### src/rtl/rca_pkg.sv
// Package: shared types for the collision analyzer.
// Assumes: nothing beyond IEEE 1800-2017.
package rca_pkg;
    typedef enum logic {
        SWP_IDLE = 1'b0,
        SWP_RUN  = 1'b1
    } sweep_state_t;
endpackage

### src/rtl/rca_shift_match.sv
// Module: rca_shift_match
// Purpose: combinational test of whether one latency collides. Each stage
// row is ANDed with itself shifted down by the latency, and the results of
// all stages are ORed together.
// Assumes: lat lies in 1..COLS-1; row s is at bits [s*COLS +: COLS].
module rca_shift_match #(
    parameter int STAGES = 3,
    parameter int COLS   = 8,
    localparam int LAT_W = $clog2(COLS)
) (
    input  logic [STAGES*COLS-1:0] tbl,
    input  logic [LAT_W-1:0]       lat,
    output logic                   hit
);
    logic [STAGES-1:0] row_hit;

    genvar s;
    generate
        for (s = 0; s < STAGES; s++) begin : g_row
            logic [COLS-1:0] row;
            // Overlap of one stage's row with its own shifted copy.
            always_comb begin
                row        = tbl[s*COLS +: COLS];
                row_hit[s] = |(row & (row >> lat));
            end
        end
    endgenerate

    // Any overlapping stage makes the latency forbidden.
    always_comb hit = |row_hit;
endmodule

### src/rtl/rca_sweep_ctrl.sv
// Module: rca_sweep_ctrl
// Purpose: walks the latency counter from 1 to COLS-1, one step per clock,
// and pulses done after the last step. A load restarts it at any time.
// Assumes: COLS >= 2; synchronous active-low reset.
module rca_sweep_ctrl
    import rca_pkg::*;
#(
    parameter int COLS   = 8,
    localparam int LAT_W = $clog2(COLS)
) (
    input  logic             clk,
    input  logic             rst_n,
    input  logic             load,
    output logic             step,
    output logic [LAT_W-1:0] lat,
    output logic             busy,
    output logic             done
);
    localparam logic [LAT_W-1:0] LAT_LAST  = LAT_W'(COLS - 1);
    localparam logic [LAT_W-1:0] LAT_FIRST = LAT_W'(1);

    sweep_state_t state;

    // Sweep state, latency counter and end-of-sweep pulse.
    always_ff @(posedge clk) begin
        if (!rst_n) begin
            state <= SWP_IDLE;
            lat   <= '0;
            done  <= 1'b0;
        end else begin
            done <= 1'b0;
            if (load) begin
                state <= SWP_RUN;
                lat   <= LAT_FIRST;
            end else if (state == SWP_RUN) begin
                if (lat == LAT_LAST) begin
                    state <= SWP_IDLE;
                    lat   <= '0;
                    done  <= 1'b1;
                end else begin
                    lat <= lat + 1'b1;
                end
            end
        end
    end

    // Each running cycle evaluates one latency.
    always_comb begin
        busy = (state == SWP_RUN);
        step = busy && !load;
    end


    done_pulse_chk: assert property (@(posedge clk) disable iff (!rst_n)
        done |=> !done);

    done_idle_chk: assert property (@(posedge clk) disable iff (!rst_n)
        done |-> !busy);

    load_starts_chk: assert property (@(posedge clk) disable iff (!rst_n)
        load |=> (busy && !done && lat == LAT_FIRST));

    lat_range_chk: assert property (@(posedge clk) disable iff (!rst_n)
        busy |-> (lat >= LAT_FIRST && lat <= LAT_LAST));
endmodule

### src/rtl/resv_collision_analyzer.sv
// Module: resv_collision_analyzer
// Purpose: top level. Captures a reservation table, sweeps every latency
// from 1 to COLS-1 through the shift matcher, and builds the collision
// vector and the forbidden and permissible masks.
// Assumes: STAGES >= 1, COLS >= 2; synchronous active-low reset.
module resv_collision_analyzer #(
    parameter int STAGES = 3,
    parameter int COLS   = 8,
    localparam int LAT_W = $clog2(COLS),
    localparam int TBL_W = STAGES * COLS
) (
    input  logic             clk,
    input  logic             rst_n,
    input  logic             load,
    input  logic [TBL_W-1:0] table_in,
    output logic             busy,
    output logic             done,
    output logic [COLS-1:1]  coll_vec,
    output logic [COLS-1:0]  forbid_mask,
    output logic [COLS-1:0]  permit_mask
);
    logic [TBL_W-1:0] tbl_q;
    logic             zero_q;
    logic [COLS-1:1]  vec_q;
    logic             step;
    logic [LAT_W-1:0] lat;
    logic             hit;

    rca_sweep_ctrl #(.COLS(COLS)) u_ctrl (
        .clk  (clk),
        .rst_n(rst_n),
        .load (load),
        .step (step),
        .lat  (lat),
        .busy (busy),
        .done (done)
    );

    rca_shift_match #(.STAGES(STAGES), .COLS(COLS)) u_match (
        .tbl(tbl_q),
        .lat(lat),
        .hit(hit)
    );

    // Table capture, latency-0 flag and per-latency vector writes.
    always_ff @(posedge clk) begin
        if (!rst_n) begin
            tbl_q  <= '0;
            zero_q <= 1'b0;
            vec_q  <= '0;
        end else if (load) begin
            tbl_q  <= table_in;
            zero_q <= |table_in;
            vec_q  <= '0;
        end else if (step) begin
            vec_q[lat] <= hit;
        end
    end

    // Result outputs.
    always_comb begin
        coll_vec    = vec_q;
        forbid_mask = {vec_q, zero_q};
        permit_mask = ~forbid_mask;
    end


    hold_after_done_chk: assert property (@(posedge clk) disable iff (!rst_n)
        (!busy && !load) |=> $stable(vec_q));

    capture_chk: assert property (@(posedge clk) disable iff (!rst_n)
        load |=> (vec_q == '0));
endmodule

### config.mk
export PLATFORM = sky130hd
export DESIGN_NAME = resv_collision_analyzer
export DESIGN_NICKNAME = d
export VERILOG_FILES = /design/src/rtl/rca_pkg.sv /design/src/rtl/rca_shift_match.sv /design/src/rtl/rca_sweep_ctrl.sv /design/src/rtl/resv_collision_analyzer.sv
export SDC_FILE = /design/constraint.sdc
export NUM_CORES = 1
export LEC_CHECK = 0
export CORE_MARGIN = 2
export CORE_UTILIZATION = 51
export DETAILED_ROUTE_END_ITERATION = 8
export PLACE_DENSITY = 0.92
export SYNTH_ARGS = -nofsm -noshare
export SYNTH_HDL_FRONTEND = slang
export SYNTH_SLANG_ARGS = --single-unit
### constraint.sdc
create_clock -name clk -period 2.4 [get_ports clk]
set_clock_uncertainty 0.05 [all_clocks]
set_input_delay 0.36 -clock clk [delete_from_list [all_inputs] [get_ports clk]]
set_output_delay 0.36 -clock clk [all_outputs]
set_load 0.05 [all_outputs]
# Word-level counts from Yosys, hierarchy flattened
# Index checks and enable logic that the tools add are counted.
# classes
n_eq_ne	1
bitwise	6
n_shift	3
reduce_logical	8
muxes	10
addsub	1
magnitude_cmp	2
# ops
op	count
24-bit OR reduction	2
8-bit bitwise AND	3
8-bit by 3-bit >> shifter with 8-bit output	3
8-bit inverter	1
7-bit bitwise mux	1
1-bit 2-to-1 mux	7
3-bit by 4-bit less-than comparator with 1-bit output (second input constant)	1
3-bit by 1-bit adder with 3-bit output (second input constant)	1
1-bit demux with 3-bit select	1
3-bit equality test (second input constant)	1
3-bit by 1-bit greater-or-equal comparator with 1-bit output (second input constant)	1
3-bit 2-to-1 mux	1
3-bit OR reduction	1
1-bit logical AND	2
1-bit inverter	2
2-bit nonzero test	1
2-bit OR reduction	1
1-bit zero test	1
# totals
output_inout_bits	25
regBits	37
elab_cells	38
inputBits	27

# Logic depth before layout (Yosys ltp)
# Gate-level depths: netlist of the first run.
# logic_depth
ltp_word	5
mapped_depth	9

# Cells and area by module
# Synthesis of the first run repeated with hierarchy kept, for this count alone.
# hier_totals
hier_cells	252
area_unflattened_um2	2372.3
# modules_own_cells
mod	cells_each	area_per_inst_um2	n_inst	seq_area_each_um2
resv_collision_analyzer	133	1402.6	1	640.6
rca_shift_match	98	755.7	1	0.0
rca_sweep_ctrl	21	214.0	1	100.1

# Worst setup path before layout of the first run
# Ideal clock, no wire load.
# synth_path
path_kind	reg2reg
startpoint	reg u_ctrl.lat[2]
endpoint	reg vec_q (netlist bit coll_vec[2])
t_arrival_ps	1871
stages_incl_launch_ff	7
period_less_slack_ps	2063
slack_ps	337
setup_time_ps	143
cell_sequence	dfxtp_1 > clkbuf_1 > mux2_2 > a222oi_1 > o2111a_2 > and4_1 > a31oi_1
# synth_between
elab_chain_len	5
# synth_rtl
element	line	source
from (decl)	rca_sweep_ctrl.sv:15	output logic [LAT_W-1:0] lat,
from (signal assigned)	rca_sweep_ctrl.sv:41	lat <= lat + 1'b1;
3-bit by 4-bit less-than comparator with 1-bit output (implied by the code) or 3-bit by 1-bit greater-or-equal comparator with 1-bit output (tied branches)	resv_collision_analyzer.sv:56	vec_q[lat] <= hit;
1-bit logical AND (implied by the code)	resv_collision_analyzer.sv:56	
1-bit 2-to-1 mux (implied by the code)	resv_collision_analyzer.sv:56	
1-bit demux with 3-bit select	resv_collision_analyzer.sv:56	
7-bit bitwise mux (*)	resv_collision_analyzer.sv:56	
to (signal, indexed assignment)	resv_collision_analyzer.sv:56	
to (decl)	resv_collision_analyzer.sv:24	logic [COLS-1:1] vec_q;
# Mark *: on every way between the ends. The rest lies on a longest branch, timed or not.
# A chain may end at the register's enable or synchronous reset.

# Worst setup path after layout of the first run
# layout_path
startpoint	reg u_ctrl.lat[0]
endpoint	reg vec_q (netlist bit coll_vec[3])
# Same word-level chain as after synthesis.

==> flow_metrics.tcl, run 1 <==
set metrics [dict create \
    outcome "completed" \
    clockPowerShare 0.301 \
    synthMostInstantiatedCell "dfxtp_1" \
    finalHoldViolCount 0 \
    hold_class "flip-flop to flip-flop" \
    boundaryPins 52 \
    path_class "flip-flop to flip-flop" \
    nNetsFinal 353 \
    cts_root_buf "clkbuf_8" \
    fillers 374 \
    setup_viol 0 \
    critPathArrivalTime_ps 2400 \
    htree_num_levels 2 \
    vias_per_cell 6.15 \
    start_kind "flip-flop" \
    yosysSeqAreaShare 0.304 \
    setup_tns_ps 0 \
    min_period_ps 2270 \
    wl_um 6610 \
    portBuffers 51 \
    clk-insertion-delay-late_ps 290 \
    cpMostUsedCell "buf_4" \
    yosysTopAreaCell "dfxtp_1" \
    core_mm2 0.00466 \
    worst-path-buf-inv 2 \
    vdd_drop_max_v 0.000383 \
    seq_area_um2 742 \
    die_h_um 73.1 \
    syn_inst 275 \
    drv_slew 0 \
    rrSetupSlack_ps 130 \
    synth-main-ff-cell "dfxtp_1" \
    avgRoutedWirePerCell_um 17.5 \
    multi_input_area_mm2 0.00148 \
    synth_warnings 0 \
    hold_buffers 0 \
    cp_max_fo 11 \
    initial_core_util 0.522 \
    fin_cells 378 \
    whs_ps 505 \
    p_seq_frac 0.472 \
    power_frac_comb 0.227 \
    ys_ff_latch 37 \
    synth_area_per_cell_um2 8.85 \
    intPower_w 0.00105 \
    maxCapViolCount 0 \
    rsz0062_at_grt "no" \
    hpwl_um 4970 \
    gp_congestion 0.956 \
    antenna_cells 0 \
    drtIter0Drc 139 \
    worst_pin_slew_ps 535 \
    rows 25 \
    cp-end-kind "flip-flop" \
    post_dp_cell_area_mm2 0.00298 \
    cellPowerDensity_mw_per_mm2 481 \
    antenna_found_initial 0 \
    slowest_stage "dfxtp_2" \
    drive_above_1_share 0.120 \
    fin_crit_sh 0.948 \
    netlist_area_mm2 0.00243 \
    crit_family "compound AO/OA/AOI/OAI gates" \
    grt_overflow 0 \
    path_clk_slew_ps 70 \
    synth_nets 304 \
    slowest_delay_ps 470 \
    synth_area_leaders "dfxtp_1 30%, mux2i_1 12%, nor2b_1 8.7%, mux2_2 5.1%, o21ai_0 3.5%" \
    fin_area_mm2 0.00306 \
    crit_chain "buf_4 -> mux2_2 -> mux2i_1 -> o21ai_0 -> o221a_2 -> a2111oi_4 -> buf_4 -> a31oi_1" \
    p_leak_nw 1.19 \
    cts_tree "done" \
    worstPathRequired_ps 2530 \
    post-route-drc-count 0 \
    max_freq_ghz 0.440 \
    synthToLayoutAreaGrowth_pct 25.9 \
    grt_pass1_wl_um 10900 \
    die_area_mm2 0.00534 \
    post-cts-setup-buffers 0 \
    clockBufferDepth 2 \
    grt_usage 0.264 \
    numCtsBuffers 5 \
    num_vias 2325 \
    grt_pass1_vias 2300 \
    cts_sinks 37 \
    max_slew_margin 0.642 \
    die_x_um 73.1 \
    synth_cell_types 51 \
    synthTopCellsByCount "37 x dfxtp_1, 34 x nor2b_1, 29 x mux2i_1, 18 x inv_1, 17 x o21ai_0" \
    sw_frac_of_total 0.290 \
    synth_top_area_share 0.304 \
    drtAntennaViolNets 0 \
    synth_edf_count 0 \
    synth-async-reset-ratio 0 \
    dr.pass1.iters 4 \
    switching_power_w 0.000427 \
    grt_start_max_net_pins 30 \
    dp_cells 371 \
]
-- what timing repair did --
action                                 in CTS  in global routing
endpoints found under the hold margin       0                  0
setup endpoints to repair                   0                  7
resized for setup                           0                  1
-- layer usage --
metal | vias up | share of wire | global-route usage | wire length, µm
li1 | 1099 | - | - | -
met1 | 1070 | 0.40 | 0.314 | 2650
met2 | 131 | 0.49 | 0.438 | 3210
met3 | 25 | 0.081 | 0.0552 | 534
met4 | 0 | 0.033 | 0.152 | 218
met5 | - | 0 | 0 | 0
-- layout by cell type (no fill, tap or decap), drive strengths merged, types with 9 or more instances in the layout --
cell,n
a21oi,9
dfxtp,37
clkdlybuf4s50,51
nor2,14
o21ai,18
mux2,12
nor2b,34
mux2i,29
inv,18
buf,15
-- sequential cells by signal (all words and copies together) (netlist names) --
signal       count
coll_vec         7
tbl_q           24
u_ctrl.busy      1
u_ctrl.done      1
u_ctrl.lat       3
zero_q           1
-- power by group through the flow --
| stage | registers, W | clock network (W) | logic (W) |
|---|---|---|---|
| 6_report | 0.000696 | 0.000444 | 0.000335 |
| 5_1_grt | 0.000698 | 0.000482 | 0.000362 |
| 4_1_cts | 0.000692 | 0.000452 | 0.000330 |
| 3_5_place_dp | 0.000706 | 0 | 0.000329 |
| 3_3_place_gp | 0.000704 | 0 | 0.000319 |
| 2_1_floorplan | 0.000690 | 0 | 0.000223 |
-- final cells by class --
cell class	count	share of cell area
sequential	37	0.242
tap	54	0.0221
multi-input combinational	196	0.482
inverter	18	0.0221
clock buffer	7	0.0282
timing repair buffer	66	0.203
-- path summary, 6_finish.rpt --
| path | start | to | depth (start not counted) |
|---|---|---|---|
| worst max-delay path | u_ctrl.lat[0] | coll_vec[3] | 8 |
| worst min-delay path | zero_q | zero_q | 2 |
| worst max register to register | u_ctrl.lat[0] | coll_vec[3] | 8 |
| worst min register to register | zero_q | zero_q | 2 |
-- cell families (layout without fill, tap and decap cells) --
| group | Yosys count | in the layout | share of synthesized area |
|---|---|---|---|
| and+or+nand+nor | 82 | 82 | 0.195 |
| AOI/OAI and AO/OA | 68 | 68 | 0.200 |
| muxes | 43 | 43 | 0.198 |
| buffers and inverters | 42 | 91 | 0.0889 |
| DFF | 37 | 37 | 0.304 |
| adders and majority gates | 2 | 2 | 0.0103 |
| xor gates and xnor gates | 1 | 1 | 0.00360 |
-- worst register-to-register path: stages (launching register included) --
cell and delay, ps:
dfxtp_2 470, buf_4 210, mux2_2 350, mux2i_1 160
o21ai_0 110, o221a_2 260, a2111oi_4 240, buf_4 210
a31oi_1 100
-- stage by stage --
step,utilization,setup slack [ps],total power [W]
floorplan,-,337,0.000913
global placement,0.638,156,0.00102
detailed placement,0.638,27.4,0.00104
CTS,0.657,16.2,0.00147
global route,0.657,33.4,0.00154
finish,0.657,125,0.00147
(Power assumes the default switching activity.)
==> inputs of run 2 (changes only) <==
- SETUP_SLACK_MARGIN: unset -> 0.4
==> flow_metrics.tcl, run 2 (same netlist as run 1, synthesis figures left out) <==
set metrics [dict create \
    synthToLayoutAreaGrowth_pct 29.7 \
    max_freq_ghz 0.461 \
    cellPowerDensity_mw_per_mm2 475 \
    fillers 363 \
    rows 25 \
    maxCapViolCount 0 \
    rrSetupSlack_ps 230 \
    hpwl_um 4790 \
    largest_reg_flops 24 \
    fin_crit_sh 0.905 \
    numCtsBuffers 5 \
    drtAntennaViolNets 0 \
    finalHoldViolCount 0 \
    path_class "flip-flop to flip-flop" \
    power.total_w 0.00150 \
    r2r_cells 8 \
    clockBufferDepth 2 \
    drtIter0Drc 316 \
    grt_overflow 0 \
    cts_tree "done" \
    setup_viol 0 \
    multi_input_area_mm2 0.00149 \
    hold_class "flip-flop to flip-flop" \
    cts_root_buf "clkbuf_8" \
    avgRoutedWirePerCell_um 17.8 \
    core_mm2 0.00466 \
    r2r_end "coll_vec[2]" \
    regMostFlops "tbl_q" \
    grt_usage 0.266 \
    rsz0062_at_grt "yes" \
    outcome "completed" \
    htree_num_levels 2 \
    die_x_um 73.1 \
    worst_pin_slew_ps 502 \
    vias_per_cell 6.20 \
    post-route-drc-count 0 \
    grt_start_max_net_pins 31 \
    fin_cells 386 \
    cp-endpoint "coll_vec[2]" \
    crit_start "u_ctrl.lat[0]" \
    drv_slew 0 \
    layout_commonest_cell "clkdlybuf4s50_1" \
    hold-path-cell-count 2 \
    wl_um 6890 \
    intPower_w 0.00107 \
    grt_pass1_vias 2349 \
    num_vias 2395 \
    cp-end-kind "flip-flop" \
    gp_congestion 0.954 \
    rr_startpoint "u_ctrl.lat[0]" \
    cts_sinks 37 \
    sw_frac_of_total 0.290 \
    power_frac_comb 0.243 \
    path_clk_slew_ps 70 \
    fin_area_mm2 0.00316 \
    antenna_cells 0 \
    initial_core_util 0.522 \
    antenna_found_initial 0 \
    drive_above_1_share 0.166 \
    nNetsFinal 361 \
    clockPowerShare 0.293 \
    p_leak_nw 1.24 \
    p_seq_frac 0.464 \
    min_period_ps 2170 \
    die_h_um 73.1 \
    worstPathRequired_ps 2530 \
    switching_power_w 0.000434 \
    setup_tns_ps 0 \
    dr.pass1.iters 4 \
    cp_max_fo 10 \
    seq_area_um2 747 \
    post_dp_cell_area_mm2 0.00297 \
    vdd_drop_max_v 0.000374 \
    boundaryPins 52 \
    clk-insertion-delay-late_ps 290 \
    max_slew_margin 0.664 \
    dp_cells 370 \
    start_kind "flip-flop" \
    layout_common_cells "50 x clkdlybuf4s50_1, 34 x nor2b_1, 34 x dfxtp_1, 29 x mux2i_1, 21 x buf_4" \
    grt_pass1_wl_um 11100 \
    critPathArrivalTime_ps 2300 \
    hold_buffers 0 \
    portBuffers 51 \
    die_area_mm2 0.00534 \
    worstHoldStart "tbl_q[3]" \
]
run 2: how the worst min path moves through the flow:
stage,to,slack [ps]
after floorplan,zero_q,470
after global placement,tbl_q[3],480
after detailed placement,zero_q,500
after CTS,tbl_q[3],510
after global routing,tbl_q[3],540
final,tbl_q[3],510
run 2: layout make-up:
type                            instances  share of cell area
Sequential cell                        37               0.237
Clock buffer                            7              0.0273
Timing Repair Buffer                   74               0.220
Inverter                               18              0.0226
Tap cell                               54              0.0214
Multi-Input combinational cell        196               0.472
run 2: critical path, cell delays in order (launching register included):
cell and delay (ps):
dfxtp_4 420, buf_6 160, clkinvlp_4 200, buf_4 220
a22o_1 200, a222oi_1 300, and3_1 200, and4_1 220
a31oi_1 90
run 2: power by group through the flow:
stage	Combinational [W]	Sequential (W)	Clock (W)
2_1_floorplan	0.000224	0.000691	0
3_3_place_gp	0.000313	0.000707	0
3_5_place_dp	0.000321	0.000709	0
4_1_cts	0.000346	0.000692	0.000445
5_1_grt	0.000389	0.000698	0.000460
6_report	0.000364	0.000696	0.000439
run 2: through the flow:
step	setup WS [ps]	hold slack [ps]	util
CTS	314	506	0.668
detailed placement	57.6	496	0.637
global placement	172	483	0.637
finish	229	507	0.677
floorplan	397	467	-
global route	171	541	0.677
run 2: repair_timing:
item / in CTS / in global routing
resized for setup: 6 / 6
endpoints found under the setup margin: 7 / 8
setup buffers: 6 / 3
pin swaps: 6 / 1
run 2: routing by layer:
| metal | wire length [µm] | up-vias | part of all wire | GRT usage |
|---|---|---|---|---|
| met2 | 3320 | 155 | 0.48 | 0.444 |
| met4 | 288 | 0 | 0.042 | 0.142 |
| li1 | - | 1114 | - | - |
| met3 | 601 | 34 | 0.087 | 0.0580 |
| met1 | 2680 | 1092 | 0.39 | 0.315 |
| met5 | 0 | - | 0 | 0 |
